===== src/rtl/scm_pkg.sv =====
package scm_pkg;

    typedef enum logic [2:0] {
        S_IDLE,
        S_DBL,
        S_ADD,
        S_INV,
        S_MULX,
        S_MULY,
        S_FIN
    } scm_state_e;

endpackage


===== src/rtl/scm_bit_pick.sv =====
module scm_bit_pick #(
    parameter int WORDS  = 2,
    parameter int WORD_W = 4,
    parameter int WSW    = 1,
    parameter int BSW    = 2
) (
    input  logic [WORDS*WORD_W-1:0] k,
    input  logic [WSW-1:0]          wsel,
    input  logic [BSW-1:0]          bsel,
    output logic                    bit_o
);

    logic [WORD_W-1:0] words [WORDS];

    for (genvar g = 0; g < WORDS; g++) begin : g_word
        assign words[g] = k[g*WORD_W +: WORD_W];
    end

    always_comb begin
        bit_o = words[wsel][bsel];
    end

endmodule


===== src/rtl/scm_point_sel.sv =====
module scm_point_sel #(
    parameter int CW = 16
) (
    input  logic          keep_sum,
    input  logic [CW-1:0] sx,
    input  logic [CW-1:0] sy,
    input  logic [CW-1:0] sz,
    input  logic [CW-1:0] tx,
    input  logic [CW-1:0] ty,
    input  logic [CW-1:0] tz,
    output logic [CW-1:0] ox,
    output logic [CW-1:0] oy,
    output logic [CW-1:0] oz
);

    always_comb begin
        if (keep_sum) begin
            ox = sx;
            oy = sy;
            oz = sz;
        end else begin
            ox = tx;
            oy = ty;
            oz = tz;
        end
    end

endmodule


===== src/rtl/scm_ctrl.sv =====
module scm_ctrl
    import scm_pkg::*;
#(
    parameter int CW     = 16,
    parameter int WORDS  = 2,
    parameter int WORD_W = 4
) (
    input  logic                    clk,
    input  logic                    rst_n,
    input  logic                    start,
    input  logic [WORDS*WORD_W-1:0] scalar,
    output logic                    dbl_req,
    output logic [CW-1:0]           dbl_px,
    output logic [CW-1:0]           dbl_py,
    output logic [CW-1:0]           dbl_pz,
    input  logic                    dbl_ack,
    input  logic [CW-1:0]           dbl_rx,
    input  logic [CW-1:0]           dbl_ry,
    input  logic [CW-1:0]           dbl_rz,
    output logic                    add_req,
    output logic [CW-1:0]           add_px,
    output logic [CW-1:0]           add_py,
    output logic [CW-1:0]           add_pz,
    input  logic                    add_ack,
    input  logic [CW-1:0]           add_rx,
    input  logic [CW-1:0]           add_ry,
    input  logic [CW-1:0]           add_rz,
    output logic                    inv_req,
    output logic [CW-1:0]           inv_z,
    input  logic                    inv_ack,
    input  logic [CW-1:0]           inv_z2,
    input  logic [CW-1:0]           inv_z3,
    output logic                    mul_req,
    output logic [CW-1:0]           mul_a,
    output logic [CW-1:0]           mul_b,
    input  logic                    mul_ack,
    input  logic [CW-1:0]           mul_p,
    output logic [CW-1:0]           qx,
    output logic [CW-1:0]           qy,
    output logic                    done
);

    localparam int KW  = WORDS * WORD_W;
    localparam int WSW = (WORDS  > 1) ? $clog2(WORDS)  : 1;
    localparam int BSW = (WORD_W > 1) ? $clog2(WORD_W) : 1;

    typedef struct packed {
        scm_state_e     st;
        logic [WSW-1:0] wsel;
        logic [BSW-1:0] bsel;
        logic [KW-1:0]  k;
        logic [CW-1:0]  rx;
        logic [CW-1:0]  ry;
        logic [CW-1:0]  rz;
        logic [CW-1:0]  tx;
        logic [CW-1:0]  ty;
        logic [CW-1:0]  tz;
        logic [CW-1:0]  z2;
        logic [CW-1:0]  z3;
        logic           inf;
        logic [CW-1:0]  qx;
        logic [CW-1:0]  qy;
    } regs_t;

    regs_t q, d;

    logic          cur_bit;
    logic          last_iter;
    logic [CW-1:0] nx, ny, nz;

    scm_bit_pick #(
        .WORDS  (WORDS),
        .WORD_W (WORD_W),
        .WSW    (WSW),
        .BSW    (BSW)
    ) u_pick (
        .k     (q.k),
        .wsel  (q.wsel),
        .bsel  (q.bsel),
        .bit_o (cur_bit)
    );

    scm_point_sel #(
        .CW (CW)
    ) u_sel (
        .keep_sum (cur_bit),
        .sx       (add_rx),
        .sy       (add_ry),
        .sz       (add_rz),
        .tx       (q.tx),
        .ty       (q.ty),
        .tz       (q.tz),
        .ox       (nx),
        .oy       (ny),
        .oz       (nz)
    );

    assign last_iter = (q.wsel == '0) && (q.bsel == '0);

    always_comb begin
        d = q;
        unique case (q.st)
            S_IDLE: begin
                if (start) begin
                    d.k    = scalar;
                    d.rx   = CW'(1);
                    d.ry   = CW'(1);
                    d.rz   = '0;
                    d.wsel = WSW'(WORDS - 1);
                    d.bsel = BSW'(WORD_W - 1);
                    d.st   = S_DBL;
                end
            end
            S_DBL: begin
                if (dbl_ack) begin
                    d.tx = dbl_rx;
                    d.ty = dbl_ry;
                    d.tz = dbl_rz;
                    d.st = S_ADD;
                end
            end
            S_ADD: begin
                if (add_ack) begin
                    d.rx = nx;
                    d.ry = ny;
                    d.rz = nz;
                    if (last_iter) begin
                        d.st = S_INV;
                    end else begin
                        if (q.bsel == '0) begin
                            d.bsel = BSW'(WORD_W - 1);
                            d.wsel = q.wsel - WSW'(1);
                        end else begin
                            d.bsel = q.bsel - BSW'(1);
                        end
                        d.st = S_DBL;
                    end
                end
            end
            S_INV: begin
                if (inv_ack) begin
                    d.z2  = inv_z2;
                    d.z3  = inv_z3;
                    d.inf = (q.rz == '0);
                    d.st  = S_MULX;
                end
            end
            S_MULX: begin
                if (mul_ack) begin
                    d.qx = q.inf ? '0 : mul_p;
                    d.st = S_MULY;
                end
            end
            S_MULY: begin
                if (mul_ack) begin
                    d.qy = q.inf ? '0 : mul_p;
                    d.st = S_FIN;
                end
            end
            S_FIN: begin
                d.st = S_IDLE;
            end
            default: begin
                d.st = S_IDLE;
            end
        endcase
    end

    always_ff @(posedge clk or negedge rst_n) begin
        if (!rst_n) begin
            q <= '0;
        end else begin
            q <= d;
        end
    end

    assign dbl_req = (q.st == S_DBL);
    assign dbl_px  = q.rx;
    assign dbl_py  = q.ry;
    assign dbl_pz  = q.rz;
    assign add_req = (q.st == S_ADD);
    assign add_px  = q.tx;
    assign add_py  = q.ty;
    assign add_pz  = q.tz;
    assign inv_req = (q.st == S_INV);
    assign inv_z   = q.rz;
    assign mul_req = (q.st == S_MULX) || (q.st == S_MULY);
    assign mul_a   = (q.st == S_MULY) ? q.ry : q.rx;
    assign mul_b   = (q.st == S_MULY) ? q.z3 : q.z2;
    assign qx      = q.qx;
    assign qy      = q.qy;
    assign done    = (q.st == S_FIN);

endmodule


===== config.mk =====
export PLATFORM = sky130hd
export DESIGN_NAME = scm_ctrl
export DESIGN_NICKNAME = d
export VERILOG_FILES = /design/src/rtl/scm_pkg.sv /design/src/rtl/scm_bit_pick.sv /design/src/rtl/scm_point_sel.sv /design/src/rtl/scm_ctrl.sv
export SDC_FILE = /design/constraint.sdc
export NUM_CORES = 1
export LEC_CHECK = 0
export ABC_AREA = 1
export BUFFER_PORTS_ARGS = -buffer_cell sky130_fd_sc_hd__buf_2
export CORE_MARGIN = 2
export CORE_UTILIZATION = 54
export CTS_CLUSTER_SIZE = 28
export DETAILED_ROUTE_END_ITERATION = 16
export PLACE_DENSITY_LB_ADDON = 0.15
export SLEW_MARGIN = 20
export SYNTH_ARGS = -nofsm -noshare
export SYNTH_HDL_FRONTEND = slang
export SYNTH_SLANG_ARGS = --single-unit

===== constraint.sdc =====
create_clock -name clk -period 3 [get_ports clk]
set_input_delay 0.3 -clock clk [delete_from_list [all_inputs] [get_ports clk]]
set_output_delay 0.3 -clock clk [all_outputs]
set_load 0.02 [all_outputs]

==> run_results.csv <==
group,metric,value,unit
floorplanning,rows,47,
sta,fmax,394,MHz
worst_setup_path,regToRegEndpoint,"dbl_pz[7]",
drt,drc,0,
worst_setup_path,cp.required,2.70,ns
power_and_ir_drop,switching_share,0.454,
placed_design,placed_cells,1417,
cts,h-tree-depth,4,
cts,hold_buffers,1,
grt,grt_max_degree,70,
worst_setup_path,rr_startpoint,"q[174]",
layout,drive_gt1_frac,0.353,
power_and_ir_drop,power_per_cell_area,1170,nW/um2
outcome,status,"finished, final reports clean",
layout,n_fill_cell,1451,
drt,avgViaCountPerCell,5.03,
cts,path_clk_slew,0.07,ns
synth,post_synth_num_cell_types,31,
placed_design,dp_hpwl,17600,um
worst_setup_path,end_kind,"output port",
grt,overflow,0,
synth,yosysWarnings,0,
sta,fin_crit,2.54,ns
placed_design,io_buffers,339,
synth,syn-cell-area,8980,um2
drt,drt_pass1_iterations,4,
worst_setup_path,cp_top_family,"buffers and inverters",
flow_run,cap_violations,0,
cts,cts_buffers,17,
worst_setup_path,arrival,2.24,ns
grt,grt_usage,0.275,
min_path,min_to,"q[64]",
worst_setup_path,reg2reg_depth,6,
grt,first_global_vias,7063,
sta,drv_slew,0,
worst_setup_path,critPathBufInv,3,
worst_setup_path,reg2reg_setup_slack,1.02,ns
cts,root_buffer,"clkbuf_16",
layout,area_growth,15.6,%
worst_setup_path,max_stage_delay,0.47,ns
min_path,holdPathStages,3,
sta,worstMarginPinSlew,0.718,ns
drt,num_vias,7305,
sta,setup_violations,0,
layout,final_cell_area,10400,um2
layout,nNetsFinal,1377,
min_path,min_from,"inv_z2[15]",
synth,ys_ff_latch,175,
worst_setup_path,crit_fanout,46,
cts,clk_latency,0.42,ns
cts,cts_setup_buffers,0,
power_and_ir_drop,p_sw,5.50,mW
floorplanning,die_area,17700,um2
synth,ys_seq_area_frac,0.488,
sta,hold_viol,0,
sta,timing.setup.tns,0,ns
floorplanning,start_util,0.547,
sta,skew,0.00927,ns
power_and_ir_drop,p_int,6.62,mW
drt,drtIter0Drc,605,
synth,synthesis.nets,1194,
worst_setup_path,path_cells,"inv_2 > nor2_1 > nand2_2 > buf_4 > mux2_2 > buf_2",
cts,clock-sinks,175,
synth,synth_edf_count,0,
synth,netlist_instances,1034,
worst_setup_path,crit_slowest_cell,"buf_4",
floorplanning,fp.dieW,133,um
sta,rsz0062_at_grt,"no",
drt,wl_per_cell,16.6,um
power_and_ir_drop,p_comb_frac,0.476,
floorplanning,core_area,16400,um2
worst_setup_path,timing_worst_setup_path_type,"flop to output port",
floorplanning,io_pins,340,
floorplanning,die_h,133,um
min_path,hp-class,"primary input to flop",
grt,antenna_found_initial,4,
power_and_ir_drop,sequentialPowerShare,0.342,
placed_design,place_area,9780,um2
cts,clock_path_buffers,2,
drt,ant_nets,0,
power_and_ir_drop,p_leak,5.66,nW
layout,fin_cells,1452,
sta,fin_crit_sh,0.846,
synth,synth_area_per_cell,8.69,um2
cts,cts_tree,"done",
power_and_ir_drop,peakVddDrop,0.000532,V
synth,synthArstFlopShare,1.00,
power_and_ir_drop,clockPowerShare,0.182,
synth,ys.flop_type,"dfrtp_1",
worst_setup_path,startpoint_type,"flop",
cts,post_cts_resized,0,
drt,routed_wl,24000,um
sta,max_slew_margin,0.520,
placed_design,gp_congestion,0.879,
grt,grt_first_pass_wirelength,37600,um
[power groups by stage]
| stage | clock, mW | combinational [mW] | sequential, mW |
|---|---|---|---|
| finish | 2.21 | 5.78 | 4.14 |
| global route | 2.34 | 6.31 | 4.26 |
| CTS | 2.24 | 5.81 | 4.13 |
| detailed placement | 0 | 5.80 | 4.15 |
| global placement | 0 | 5.72 | 4.14 |
| floorplan | 0 | 5.09 | 3.87 |
[kinds of logic after synthesis]
group,Yosys count,synth area share
AO/OA/AOI/OAI,176,0.104
adder cells (fa/ha/maj),1,0.00139
buffers and inverters,299,0.193
flip-flops,175,0.488
multiplexers,52,0.0652
AND/OR/NAND/NOR,331,0.149
[placed cells by master, fill, tap and decap left out, types with 3 or more instances in the layout]
cell / n
a21oi_1: 73
nor2_4: 4
o21ai_0: 13
nor2_1: 90
nand3_1: 11
clkbuf_1: 5
inv_2: 8
bufinv_16: 3
clkbuf_16: 17
nor3_1: 3
dfrtp_1: 175
buf_2: 338
clkinv_2: 3
buf_4: 12
o22ai_1: 22
mux2_2: 29
mux2_1: 23
nand2_1: 207
nand2_2: 5
inv_1: 101
o21ai_1: 64
[worst max path at each step]
stage,startpoint,endpoint,slack (ns),depth (start not counted)
finish,q[172],mul_b[12],0.46,6
global route,q[172],mul_b[0],0.32,6
CTS,q[172],mul_b[1],0.43,6
detailed placement,q[172],mul_b[1],0.91,6
global placement,q[172],mul_b[4],0.96,6
floorplan,q[173],mul_a[10],1.30,5
[state kept, by name, indices dropped and copies added (netlist names)]
register,cells
q,47
add_px,16
add_py,16
dbl_py,16
dbl_pz,16
dbl_px,16
qx,16
add_pz,16
qy,16
[stage by stage]
stage	utilization	setup WS [ns]	hold WS [ns]	power, mW
5_1_grt	0.633	0.315	0.0632	12.9
3_3_place_gp	0.596	0.958	0.313	9.86
4_1_cts	0.632	0.434	0.0528	12.2
2_1_floorplan	-	1.30	0.00441	8.96
6_report	0.633	0.462	0.0667	12.1
3_5_place_dp	0.596	0.905	0.314	9.94
[tightest hold or removal path, delay by kind of cell]
kind | cells | cell delay (ns)
buf+inv | 1 | 0.07
simple gates | 2 | 0.08
[layer usage]
layer | share of wire | global-route usage
met4 | 0.036 | 0.119
met1 | 0.40 | 0.349
met2 | 0.49 | 0.456
met5 | 0.00050 | 0
met3 | 0.066 | 0.0602
[layout make-up]
cell class / count / area (um2) / share of cell area
clock buffers: 22 / 444 / 0.0428
well taps: 220 / 275 / 0.0265
diodes: 2 / 5.00 / 0.000482
repair buffers: 354 / 1840 / 0.178
inverters: 109 / 409 / 0.0394
clock inverters: 10 / 138 / 0.0133
multi-input cells: 560 / 2890 / 0.278
flip-flops and latches: 175 / 4380 / 0.422
[cell usage after synthesis (4+ instances only)]
cell type,n,share of area
a21oi_1,73,0.041
buf_2,29,0.016
buf_4,151,0.13
clkbuf_1,9,0.0038
dfrtp_1,175,0.49
inv_1,101,0.042
inv_2,8,0.0033
mux2_1,23,0.029
mux2_2,29,0.036
nand2_1,209,0.087
nand2_2,4,0.0028
nand3_1,11,0.0061
nor2_1,91,0.038
o21ai_0,13,0.0072
o21ai_1,64,0.036
o22ai_1,22,0.015
Power figures use the tool's default switching activity.
